==> src/rtl/prio_irq_pkg.sv <==
package prio_irq_pkg;
  localparam logic [7:0] CMD_SEL_REQ = 8'h0A;
  localparam logic [7:0] CMD_SEL_SVC = 8'h0B;
  localparam logic [7:0] CMD_POLL    = 8'h0C;
  localparam logic [7:0] CMD_EOI     = 8'h20;

  localparam logic [1:0] ADDR_CMD  = 2'd0;
  localparam logic [1:0] ADDR_MASK = 2'd1;
  localparam logic [1:0] ADDR_BASE = 2'd2;

  typedef enum logic {
    RSEL_REQ = 1'b0,
    RSEL_SVC = 1'b1
  } rsel_e;
endpackage

==> src/rtl/prio_irq_cap.sv <==
module prio_irq_cap #(
  parameter int N = 8
) (
  input  logic         clk_i,
  input  logic         rst_ni,
  input  logic [N-1:0] req_i,
  input  logic [N-1:0] clr_i,
  output logic [N-1:0] irr_o
);
  logic [N-1:0] req_q;
  logic [N-1:0] rise;

  assign rise = req_i & ~req_q;

  always_ff @(posedge clk_i or negedge rst_ni) begin
    if (!rst_ni) begin
      req_q <= '0;
      irr_o <= '0;
    end else begin
      req_q <= req_i;
      irr_o <= (irr_o & ~clr_i) | rise;
    end
  end
endmodule

==> src/rtl/prio_irq_pick.sv <==
// lowest-numbered set bit wins
module prio_irq_pick #(
  parameter int N = 8
) (
  input  logic [N-1:0] vec_i,
  output logic [N-1:0] oh_o,
  output logic         valid_o
);
  always_comb begin
    logic found;
    found = 1'b0;
    for (int i = 0; i < N; i++) begin
      oh_o[i] = vec_i[i] & ~found;
      found   = found | vec_i[i];
    end
    valid_o = found;
  end
endmodule

==> src/rtl/prio_irq_enc.sv <==
module prio_irq_enc #(
  parameter int N  = 8,
  localparam int LW = $clog2(N)
) (
  input  logic [N-1:0]  oh_i,
  output logic [LW-1:0] idx_o
);
  always_comb begin
    idx_o = '0;
    for (int i = 0; i < N; i++) begin
      if (oh_i[i]) idx_o = idx_o | LW'(i);
    end
  end
endmodule

==> src/rtl/prio_irq_ctrl.sv <==
module prio_irq_ctrl
  import prio_irq_pkg::*;
#(
  parameter int N = 8,
  localparam int LW = $clog2(N)
) (
  input  logic         clk_i,
  input  logic         rst_ni,
  input  logic [N-1:0] req_i,
  input  logic         ack_i,
  input  logic         wr_i,
  input  logic         rd_i,
  input  logic [1:0]   addr_i,
  input  logic [N-1:0] wdata_i,
  output logic [N-1:0] rdata_o,
  output logic         int_o,
  output logic [N-1:0] vec_o,
  output logic         vec_valid_o
);
  logic [N-1:0]  irr_q, isr_q, mask_q, base_q;
  logic [N-1:0]  blk, elig, win_oh, svc_oh, set_oh, eoi_clr;
  logic          win_vld, svc_vld;
  logic [LW-1:0] win_idx, lvl, lvl_q;
  logic          ack_ph_q, poll_q;
  rsel_e         rsel_q;
  logic          cmd_wr, eoi_wr, poll_rd, ack_first, commit;

  prio_irq_cap #(.N(N)) u_cap (
    .clk_i (clk_i),
    .rst_ni(rst_ni),
    .req_i (req_i),
    .clr_i (set_oh),
    .irr_o (irr_q)
  );

  // bit i is blocked if any in-service bit at rank i or above is set
  always_comb begin
    logic acc;
    acc = 1'b0;
    for (int i = 0; i < N; i++) begin
      acc    = acc | isr_q[i];
      blk[i] = acc;
    end
  end

  assign elig  = irr_q & ~mask_q & ~blk;
  assign int_o = |elig;

  prio_irq_pick #(.N(N)) u_win (
    .vec_i  (elig),
    .oh_o   (win_oh),
    .valid_o(win_vld)
  );

  prio_irq_enc #(.N(N)) u_enc (
    .oh_i (win_oh),
    .idx_o(win_idx)
  );

  prio_irq_pick #(.N(N)) u_svc (
    .vec_i  (isr_q),
    .oh_o   (svc_oh),
    .valid_o(svc_vld)
  );

  assign cmd_wr    = wr_i && (addr_i == ADDR_CMD);
  assign eoi_wr    = cmd_wr && (wdata_i == CMD_EOI);
  assign poll_rd   = rd_i && (addr_i == ADDR_CMD) && poll_q;
  assign ack_first = ack_i && !ack_ph_q;
  assign commit    = ack_first || poll_rd;
  assign set_oh    = commit ? win_oh : '0;
  assign eoi_clr   = (eoi_wr && svc_vld) ? svc_oh : '0;
  assign lvl       = win_vld ? win_idx : LW'(N - 1);

  always_ff @(posedge clk_i or negedge rst_ni) begin
    if (!rst_ni) begin
      isr_q    <= '0;
      mask_q   <= '0;
      base_q   <= '0;
      lvl_q    <= '0;
      ack_ph_q <= 1'b0;
      poll_q   <= 1'b0;
      rsel_q   <= RSEL_REQ;
    end else begin
      isr_q <= (isr_q & ~eoi_clr) | set_oh;
      if (ack_i) ack_ph_q <= ~ack_ph_q;
      if (ack_first) lvl_q <= lvl;
      if (poll_rd) poll_q <= 1'b0;
      if (wr_i) begin
        unique case (addr_i)
          ADDR_MASK: mask_q <= wdata_i;
          ADDR_BASE: base_q <= wdata_i;
          ADDR_CMD: begin
            if (wdata_i == CMD_SEL_REQ) rsel_q <= RSEL_REQ;
            if (wdata_i == CMD_SEL_SVC) rsel_q <= RSEL_SVC;
            if (wdata_i == CMD_POLL)    poll_q <= 1'b1;
          end
          default: ;
        endcase
      end
    end
  end

  assign vec_o       = {base_q[N-1:LW], lvl_q};
  assign vec_valid_o = ack_i && ack_ph_q;

  always_comb begin
    rdata_o = '0;
    if (rd_i) begin
      unique case (addr_i)
        ADDR_CMD: begin
          if (poll_q)                  rdata_o = {win_vld, {(N-1-LW){1'b0}}, lvl};
          else if (rsel_q == RSEL_SVC) rdata_o = isr_q;
          else                         rdata_o = irr_q;
        end
        ADDR_MASK: rdata_o = mask_q;
        ADDR_BASE: rdata_o = base_q;
        default:   rdata_o = '0;
      endcase
    end
  end
endmodule

==> config.mk <==
export PLATFORM = sky130hd
export DESIGN_NAME = prio_irq_ctrl
export DESIGN_NICKNAME = d
export VERILOG_FILES = /design/src/rtl/prio_irq_pkg.sv /design/src/rtl/prio_irq_cap.sv /design/src/rtl/prio_irq_pick.sv /design/src/rtl/prio_irq_enc.sv /design/src/rtl/prio_irq_ctrl.sv
export SDC_FILE = /design/constraint.sdc
export NUM_CORES = 1
export LEC_CHECK = 0
export ABC_CLOCK_PERIOD_IN_PS = 5530
export BUFFER_PORTS_ARGS = -buffer_cell sky130_fd_sc_hd__buf_2
export CAP_MARGIN = 20
export CORE_MARGIN = 1.5
export CORE_UTILIZATION = 60
export CTS_BUF_LIST = sky130_fd_sc_hd__clkbuf_16
export DETAILED_ROUTE_END_ITERATION = 12
export PLACE_DENSITY = 0.91
export SYNTH_ARGS = -nofsm -noshare
export SYNTH_HDL_FRONTEND = slang
export SYNTH_SLANG_ARGS = --single-unit
==> constraint.sdc <==
create_clock -name clk_i -period 5.53 [get_ports clk_i]
set_input_delay 0.8295 -clock clk_i [delete_from_list [all_inputs] [get_ports clk_i]]
set_output_delay 0.8295 -clock clk_i [all_outputs]
set_load 0.02 [all_outputs]
== Word-level counts from Yosys, hierarchy flattened ==
Index checks and enable logic that the tools add are counted.

* Logic and storage cells: 105
* Input port bits: 23
* Output and inout bits: 18
* Flip-flop bits (word level): 46

* Bitwise operators: 55
* Multiplexer cells: 20
* Eq/ne operators: 6
* Reductions and logical operators: 15

{| class="wikitable"
|+ Operators with widths
! kind !! count
|-
| 8-bit AND || 5
|-
| 8-bit two-way mux || 5
|-
| 8-bit NOT || 5
|-
| 8-bit by 4-bit == test with 1-bit output, second input constant || 3
|-
| 8-bit case mux with 3 select lines || 1
|-
| 8-bit bitwise OR || 2
|-
| 3-bit two-way mux || 5
|-
| 1-bit NOT || 15
|-
| 1-bit AND || 14
|-
| 1-bit bitwise OR || 14
|-
| 8-bit by 6-bit == test with 1-bit output, second input constant || 1
|-
| 8-bit OR reduction || 1
|-
| 1-bit logical AND || 7
|-
| 1-bit two-way mux || 7
|-
| 2-bit two-way mux || 2
|-
| 2-bit AND reduction || 2
|-
| 3-bit AND reduction || 1
|-
| 2-bit by 1-bit == test with 1-bit output, second input constant || 1
|-
| 2-bit == test, second input constant || 1
|-
| 2-bit logical NOT || 1
|-
| 2-bit nonzero test || 1
|-
| 1-bit logical NOT || 1
|-
| 1-bit logical OR || 1
|}

== Longest topological paths before layout ==
Gate-level depths: netlist of run 1.

* Word-level depth: 22
* Mapped depth: 6
* Mapped depth without buffers: 4

== By module ==
A second synthesis of run 1 with hierarchy kept.

* Cell total of the unflattened synthesis: 249
* Area, all modules: 2557.5 um^2

{| class="wikitable"
|+ By module, submodules not included
! module !! seq. area each (um^2) !! cells each !! instances !! area each (um^2)
|-
| prio_irq_ctrl || 750.7 || 182 || 1 || 1781.7
|-
| prio_irq_cap || 400.4 || 40 || 1 || 560.5
|-
| prio_irq_pick || 0.0 || 12 || 2 || 96.3
|-
| prio_irq_enc || 0.0 || 3 || 1 || 22.5
|}

== Least setup slack after synthesis of run 1 ==
Ideal clock, no wire load.

* Kind: input -> output
* Start point: input addr_i[1]
* End point: output rdata_o[0]
* Buffers on the path: 0
* Arrival time: 2223 ps
* Slack: 2477 ps
* Stages: 4
* Required time: 4701 ps
* Cell sequence: nor3_1 > a221o_1 > a211oi_1 > a211oi_1

* Word-level cells in the longest chain between the ends: 3
* Elaborated cells between the ends (all ways): 5
* Classes of those cells: eq/ne: 2; mux: 2; reduce/logical: 1

{| class="wikitable"
|+ Ends and longest elaborated chain
! what !! RTL line !! source
|-
| from (decl) || prio_irq_ctrl.sv:13 || <nowiki>input logic [1:0] addr_i,</nowiki>
|-
| 2-bit == test, or another cell as far along || prio_irq_ctrl.sv:110 || <nowiki>unique case (addr_i)</nowiki>
|-
| 8-bit case mux with 3 select lines * || prio_irq_ctrl.sv:110 ||
|-
| 8-bit two-way mux * || prio_irq_ctrl.sv:109 || <nowiki>if (rd_i) begin</nowiki>
|-
| to (decl) || prio_irq_ctrl.sv:15 || <nowiki>output logic [N-1:0] rdata_o,</nowiki>
|}

Mark *: on every way between the ends. The rest lies on a longest branch, timed or not.

== Final worst setup path of run 1 ==
Ends and elaborated chain as after synthesis.

==> results, run 1 <==
- The fraction of the core area covered by cells at the end of the flow is 0.724.
- Yosys printed 0 warnings.
- The first detailed-routing pass took 7 iterations.
- For the final routed database, the setup TNS stands at 0 ns.
- The number of resized instances in the post-cts repair step is 0.
- The worst-path maximum fanout is 8.
- The share of the yosys chip area belonging to registers is 0.490.
- The count of pins over their slew limit is 0.
- After floorplanning, the core was divided into 22 placement rows.
- Summing all multi-input logic gate instances after layout gives 1100 µm².
- Timing would allow up to 297 MHz.
- Global routing finished with a remaining overflow of 0.
- The global routing usage summed across all routing layers is 0.267.
- The relative slew slack is 0.412.
- The slowest stage of the critical path belongs to the cell sky130_fd_sc_hd__nor3_1.
- The average wire per cell in the routed design is 17.8 µm.
- The post-route minimum period is 3.37 ns.
- The first global-routing pass estimated 8.64 mm of wire.
- The peak ir drop on the vdd network is 0.256 mV.
- Measured along the y axis, the die boundary spans 65.6 µm.
- The worst hold path belongs to the class input port to async pin.
- The share of final-layout standard cells stronger than drive strength 1 is 0.308.
- For this block, the routed nets add up to 5.31 mm of wire.
- Buffers inserted to repair hold after CTS numbered 0.
- The gate count after technology mapping is 214.
- Among all flip-flop cells after synthesis, the most frequent one is sky130_fd_sc_hd__dfrtp_1.
- The final route contains 1958 vias.
- Setup repair after global routing left no endpoint under its margin.
- The worst-case setup slack after placement is 2.22 ns.
- The post-route clock skew is 0.00601 ns.
- The netlist uses 47 different library cells.
- For this design, the sink count on the clock tree is 46.
- The number of antenna violations at the first check in global routing is 0.
- The number of buffer cells added on primary ports is 40.
- The initial standard-cell utilization of the core is 0.632.
- The number of max-cap violations is 0.
- Dividing the final minimum period by the clock period gives 0.609.
- Once layout is complete, the cells apart from fillers number 298.
- After clock tree synthesis, the clock-pin slew on the worst setup and hold paths is 0.06 ns.
- The clock buffer count from CTS is 5.
- Broken down by cell family, the worst path's largest delay share belongs to simple AND/OR/NAND/NOR gates.
- Traced cell by cell, the critical path runs through buf_2, nor3_1, a221o_1, a211oi_1, a211oi_1, buf_2.
- The required time at the worst-slack endpoint is 4.70 ns.
- The overall power after layout is 1.09 mW.
- After synthesis the cells add up to 2350 µm².
- The number of buffers on the longest clock path is 2.
- The full die area is 4300 µm².
- The detail route stage leaves a number of antenna-violating nets equal to 0.
- For this design the ratio of total power to cell area is 406 nW/µm².
- The synthesized net count is 237.
- At the end of routability-driven placement, the weighted congestion stood at 0.899.
- Counting flops with an async set or reset pin after synthesis yields a share of 1.00.
- The most common library cell in the layout ignoring fill and taps is sky130_fd_sc_hd__dfrtp_1.
- The transition time at the pin with the least slew margin is 0.876 ns.
- The number of failing hold endpoints at the final stage is 0.
- The run finished with clean final reports.
- Once the clock tree was built, the setup fixing pass inserted 0 buffers.
- The filler cell count is 277.
- 41 I/O pins were placed.
- The count of inserted antenna diode cells is 0.
- The post-route DRC violation count is 0.
- The average vias per placed instance is 6.57.
- The number of violations reported at the end of detailed-routing iteration 0 is 263.
- In this run the horizontal extent of the chip is 65.6 µm.
- The worst path buffer plus inverter count is 2.
- Synthesis inferred 46 register bits.
- The root buffer selected by CTS is sky130_fd_sc_hd__clkbuf_16.
- The final layout net count is 272.
- The synthesized area per cell is 11.0 µm².
- The capturing element type of the critical path is an output pin.
- The placeable core region is 3720 µm².
- The sequential cell area is 1150 µm².
- The HPWL after detailed placement is 3.84 mm.
- Entering global routing, the biggest net connects 47 pins.
- The clock latency on the worst-skew pair is 0.28 ns.
- Counting flops with a built-in enable in the synthesized netlist gives 0.
- The worst setup path is launched from an input port.
- On the worst path, the slowest cell contributes a delay of 0.73 ns.
- The number of global-route vias before repair came to 1794.
- The path type of the worst setup path is input port to output pin.
- The instance count after placement with tap cells included is 289.
- The total setup violations reported at the end of the flow is 0.
- The TritonCTS clock tree is done.
- The arrival time reported for the critical path endpoint is 2.54 ns.
- In this run the static leakage power is 1.17 nW.
- The library cells used most frequently in the layout, excluding fill and tap cells, are sky130_fd_sc_hd__dfrtp_1, sky130_fd_sc_hd__buf_2, sky130_fd_sc_hd__mux2_2.
- The least setup slack across all paths after layout is 2.16 ns.
- The synthesis-to-layout area growth is 14.5%.
- CTS built an H-tree with a depth of 2.
## cells by family (layout without fill, tap and decap cells)
| family | Yosys count | after routing | share of synthesized area |
|---|---|---|---|
| simple gates | 75 | 75 | 0.182 |
| buf+inv | 19 | 55 | 0.0421 |
| compound gates | 48 | 48 | 0.162 |
| xor+xnor | 1 | 1 | 0.00373 |
| mux | 25 | 25 | 0.120 |
| flops | 46 | 46 | 0.490 |
## metrics by stage
stage | hold slack [ns] | cell area (µm²)
4_1_cts | 0.486 | 2670
5_1_grt | 0.504 | 2690
6_report | 0.466 | 2690
3_5_place_dp | 0.473 | 2530
2_1_floorplan | 0.444 | 2350
3_3_place_gp | 0.459 | 2530
## routing by layer
layer | track usage | share of wire | up-vias
li1 | - | - | 876
met1 | 0.367 | 0.42 | 951
met2 | 0.430 | 0.48 | 117
met3 | 0.0479 | 0.079 | 14
met4 | 0.0911 | 0.019 | 0
met5 | 0 | 0 | -
## synth_stat cells, types with 3 or more instances
library cell | count | area [µm²]
sky130_fd_sc_hd__o31ai_1 | 7 | 52.6
sky130_fd_sc_hd__nor3b_1 | 4 | 30.0
sky130_fd_sc_hd__clkbuf_1 | 6 | 22.5
sky130_fd_sc_hd__nor2_1 | 12 | 45.0
sky130_fd_sc_hd__a21oi_1 | 4 | 20.0
sky130_fd_sc_hd__nor4b_1 | 4 | 35.0
sky130_fd_sc_hd__inv_1 | 6 | 22.5
sky130_fd_sc_hd__nand3_1 | 4 | 20.0
sky130_fd_sc_hd__dfrtp_1 | 46 | 1150
sky130_fd_sc_hd__nor2b_1 | 7 | 43.8
sky130_fd_sc_hd__a222oi_1 | 7 | 70.1
sky130_fd_sc_hd__o21ai_0 | 7 | 35.0
sky130_fd_sc_hd__nand2b_1 | 7 | 43.8
sky130_fd_sc_hd__o41ai_1 | 3 | 26.3
sky130_fd_sc_hd__mux2_2 | 25 | 282
sky130_fd_sc_hd__nor3_1 | 5 | 25.0
sky130_fd_sc_hd__nand2_1 | 15 | 56.3
sky130_fd_sc_hd__a211oi_1 | 3 | 22.5
sky130_fd_sc_hd__buf_4 | 5 | 37.5
sky130_fd_sc_hd__a22o_1 | 4 | 35.0
## state kept, by name, indices dropped and copies added (netlist names)
signal	count
ack_ph_q	1
u_cap.req_q	8
lvl_q	3
isr_q	8
mask_q	8
u_cap.irr_o	8
rsel_q	1
poll_q	1
base_q	8
## worst paths after layout
| check | from | endpoint | slack, ns | cells after the start |
|---|---|---|---|---|
| worst max-delay path | addr_i[1] | rdata_o[0] | 2.16 | 6 |
| worst min-delay path | rst_ni | u_cap.irr_o[6] | 0.47 | 1 |
| worst max register to register | isr_q[0] | lvl_q[1] | 3.42 | 4 |
| worst min register to register | lvl_q[1] | lvl_q[1] | 0.48 | 2 |
| max in group asynchronous | rst_ni | isr_q[1] | 4.59 | 2 |
| min in group clk_i | lvl_q[1] | lvl_q[1] | 0.48 | 2 |
## where the power goes
part	switching [mW]	total, mW	leakage (nW)	internal (mW)
Sequential	0.0782	0.486	0.526	0.408
Clock	0.116	0.279	0.0724	0.163
Combinational	0.195	0.328	0.574	0.133
## area by class of cell
type                            count  share of cell area
Inverter                            6             0.00837
Clock buffer                        5              0.0465
Sequential cell                    46               0.428
Clock inverter                      3             0.00465
Tap cell                           48              0.0223
Multi-Input combinational cell    149               0.408
Timing Repair Buffer               41              0.0819
(Power assumes the default switching activity.)
==> inputs of run 2 (changes only) <==
- ABC_AREA: unset -> 1
- ABC_CLOCK_PERIOD_IN_PS: 5530 -> 2700
- CORE_UTILIZATION: 60 -> 50
- PLACE_DENSITY: 0.91 -> 0.81
- clock period: 5.53 -> 2.7 ns (I/O delays scaled with it)
==> results, run 2 <==
- The post-route DRC violation count came to 2 (+2).
- The synthesized net count is 311 (+31%).
- The worst hold path belongs to the class input port to async pin.
- Sorting the synthesized cells by area gives the leading types as sky130_fd_sc_hd__dfrtp_1, sky130_fd_sc_hd__nand2_1, sky130_fd_sc_hd__o21ai_0.
- The share of final-layout standard cells stronger than drive strength 1 was 0.216 (-0.0915).
- The largest stage delay on the critical path came to 0.42 ns (-0.31 ns).
- The number of setup buffers added after CTS was 0 (unchanged).
- The power per cell area is 593 nW/µm² (+46%).
- The least setup slack across all paths after layout is 0.302 ns (-1.86 ns).
- The routed via count was 2022 (+3.3%).
- The global routing usage summed across all routing layers is 0.218 (-0.0495).
- The total setup violations reported at the end of the flow is 0 (unchanged).
- Ranked by instance count, the synthesized netlist is headed by sky130_fd_sc_hd__nand2_1, sky130_fd_sc_hd__dfrtp_1, sky130_fd_sc_hd__inv_1, sky130_fd_sc_hd__o21ai_0, sky130_fd_sc_hd__nor2_1.
- The total negative setup slack is 0 ns (unchanged).
- In the layout the commonest cells are sky130_fd_sc_hd__nand2_1, sky130_fd_sc_hd__dfrtp_1, sky130_fd_sc_hd__inv_1.
- The full die area is 5110 µm² (+19%).
- The flop and latch count out of synthesis is 46 (unchanged).
- The power share of the sequential group is 0.490 (+0.045).
- The async set or reset register ratio after synthesis is 1.00 (unchanged).
- The routability congestion estimate is 0.927 (+3.1%).
- The post-route clock skew was 0.00754 ns (+0.00152 ns).
- The required time at the worst-slack endpoint is 2.30 ns (-2.40 ns).
- The internal portion of total power is 1.17 mW (+66%).
- The number of distinct library cells after synthesis is 30 (-36%).
- The average wire per cell in the routed design is 13.3 µm (-25%).
- The slowest cell on the critical path is sky130_fd_sc_hd__dfrtp_1.
- The area used by multi-input combinational logic is 968 µm² (-12%).
- The sequential cell area is 1150 µm² (unchanged).
- The detailed-router iteration count before antenna repair came to 8 (+1).
- STA classifies the critical path endpoint as an output pin.
- The placeable core region was 4440 µm² (+20%).
- The final reports fail on design-rule violations.
- The static power due to leakage is 1.41 nW (+20%).
- The sum of overflow across all layers after global routing is 0 (unchanged).
- Dividing the final minimum period by the clock period gives 0.888.
- The filler cell count is 408 (+47%).
- The top cell type by total area after synthesis is sky130_fd_sc_hd__dfrtp_1.
- The worst setup path is of the register to output pin kind.
- The row count is 24 (+9.1%).
- The final antenna-violating net count is 0 (unchanged).
- The number of cells on the worst reg-to-reg path is 10 (+6).
- The number of buffer cells added on primary ports is 40 (unchanged).
- The number of global-route vias before repair came to 1999 (+11%).
- The clock buffer count from CTS is 5 (unchanged).
- The worst-path maximum fanout is 4 (-4).
- The transition time at the pin with the least slew margin was 0.568 ns (-0.307 ns).
- The root buffer cell chosen for the clock tree is sky130_fd_sc_hd__clkbuf_16.
- The die extent in x is 71.5 µm (+9.0%).
- The critical path goes through nor2_2, nand4_1, inv_1, o21ai_0, o21ai_0, nand2_1, a21oi_1, buf_2.
- The number of failing hold endpoints at the final stage is 0 (unchanged).
- The number of buffers on the longest clock path was 2 (unchanged).
- The detailed-route wire length was 5.07 mm (-4.5%).
- The count of yosys warnings during synthesis is 0 (unchanged).
- The share of the yosys chip area belonging to registers was 0.491 (+0.000785).
- The count of pins over their slew limit is 0 (unchanged).
- The clock latency on the worst-skew pair is 0.28 ns (about the same).
- The fraction of the core area covered by cells at the end of the flow is 0.613 (-0.110).
- The number of sinks on the clock net is 46 (unchanged).
- The final layout net count is 350 (+29%).
- The worst-case setup slack after placement is 0.560 ns (-1.66 ns).
- The number of max-cap violations was 0 (unchanged).
- The gate count after technology mapping came to 288 (+35%).
- The initial standard-cell utilization of the core is 0.528 (-0.104).
- The most common cell in the synthesized netlist is sky130_fd_sc_hd__nand2_1.
- The number of I/O pins is 41 (unchanged).
- The peak ir drop on the vdd network is 0.329 mV (+29%).
- The run finished, with violations left.
- The number of antenna violations at the first check in global routing came to 0 (unchanged).
- The synthesized area per cell is 8.14 µm² (-26%).
- The proportion of power drawn by combinational gates is 0.150 (-0.150).
- The number of resized instances in the post-cts repair step was 0 (unchanged).
- The arrival time reported for the critical path endpoint came to 1.99 ns (-0.55 ns).
- In this run the critical register-to-register path is captured at isr_q[5].
- The flop-to-flop setup slack was 1.09 ns (-2.33 ns).
- The highest clock frequency the design can meet is 417 MHz.
- The deepest level of the CTS H-tree came to 2 (unchanged).
- The first-pass GRT wire length was 8.78 mm (+1.6%).
- Setup repair after global routing left no endpoint under its margin.
- The reg-to-reg startpoint is isr_q[0].
- The count of inserted antenna diode cells came to 0 (unchanged).
- The post-synth design cell area came to 2340 µm² (-0.16%).
- The switching power is 447 µW (+15%).
- The number of enable flip-flop cells after synthesis is 0 (unchanged).
- The clock slew seen by the registers of the worst setup and hold paths is 0.06 ns (about the same).
- The pin count of the biggest net entering global routing is 47 (unchanged).
- The share of the synthesized area in the top cell type is 0.491 (+0.000785).
- The area growth from synthesis to layout is 16.3%.
- The number of violations reported at the end of detailed-routing iteration 0 is 207 (-21%).
- The clock share of power is 0.360 (+0.105).
- The quantity of hold-fixing buffers added after cts is 0 (unchanged).
- For this run, the leading register cell type out of synthesis is sky130_fd_sc_hd__dfrtp_1.
- The relative slew slack is 0.621 (+0.209).
- The TritonCTS clock tree is done.
- The switching share of power came to 0.276 (-0.0796).
- The vertical die dimension came to 71.5 µm (+9.0%).
- The average vias per placed instance is 5.32 (-19%).
- The detailed placer's ending HPWL is 3.84 mm (-0.18%).
- The final hold slack is 0.113 ns (-0.353 ns).
- STA classifies the critical path startpoint as a register.
- The most common library cell in the layout ignoring fill and taps is sky130_fd_sc_hd__nand2_1.
- The post-route minimum period is 2.40 ns.
- Among the stages of the critical path, the cell type that occurs most often is sky130_fd_sc_hd__o21ai_0.
==> run 2: cell types whose count changed in the layout (fill, tap and decap cells not counted), sizes merged, moves of 5 or more <==
cell    delta
a222oi     -7
inv       +39
mux2      -25
nand2     +58
nand2b     -7
nand3      +6
nand4      +5
nor2      +19
nor2b      -7
o21ai     +33
o31ai      -7
==> run 2: worst max-delay path by stage <==
stage	from	cells after the start	to	slack [ns]
finish	isr_q[0]	8	rdata_o[1]	0.30
global route	isr_q[0]	10	rdata_o[0]	0.17
CTS	isr_q[0]	11	rdata_o[0]	0.33
detailed placement	addr_i[1]	7	rdata_o[2]	0.56
global placement	addr_i[1]	7	rdata_o[2]	0.60
floorplan	isr_q[0]	9	rdata_o[7]	0.75
==> run 2: cell families after synthesis <==
logic type | synth area share
DFF | 0.491
AOI/OAI and AO/OA | 0.150
and+or+nand+nor | 0.258
buffers and inverters | 0.0960
muxes | 0.00427
==> run 2: stage by stage <==
step           instances  total power, mW  area [µm²]
2_1_floorplan        288            0.959        2340
3_3_place_gp         371             1.03        2560
3_5_place_dp         371             1.04        2560
4_1_cts              379             1.62        2700
5_1_grt              380             1.68        2730
6_report             380             1.62        2730
==> run 2: worst max-delay path, delay by kind of cell, from the launching register on <==
| family | cells | cell delay [ns] |
|---|---|---|
| AND/OR/NAND/NOR | 3 | 0.57 |
| buffers and inverters | 2 | 0.32 |
| AO/OA/AOI/OAI | 3 | 0.40 |
| flip-flops | 1 | 0.42 |
==> run 2: power by group through the flow <==
stage / clock [mW] / combinational [mW] / sequential [mW]
floorplan: 0 / 0.161 / 0.799
CTS: 0.591 / 0.240 / 0.791
global placement: 0 / 0.232 / 0.802
global route: 0.612 / 0.272 / 0.799
finish: 0.582 / 0.243 / 0.792
detailed placement: 0 / 0.239 / 0.802
==> run 2: final cells by class <==
type                       count  area share
timing repair buffer          41      0.0835
inverter                      46      0.0633
tap                           52      0.0239
multi-input combinational    187       0.355
clock buffer                   5      0.0459
sequential                    46       0.422
clock inverter                 3     0.00597
==> run 2: per-layer routing <==
metal,share of wire,track usage,vias to the layer above
li1,-,-,1011
met1,0.45,0.290,926
met2,0.47,0.352,72
met3,0.058,0.0436,13
met4,0.025,0.0881,0
met5,0,0,-
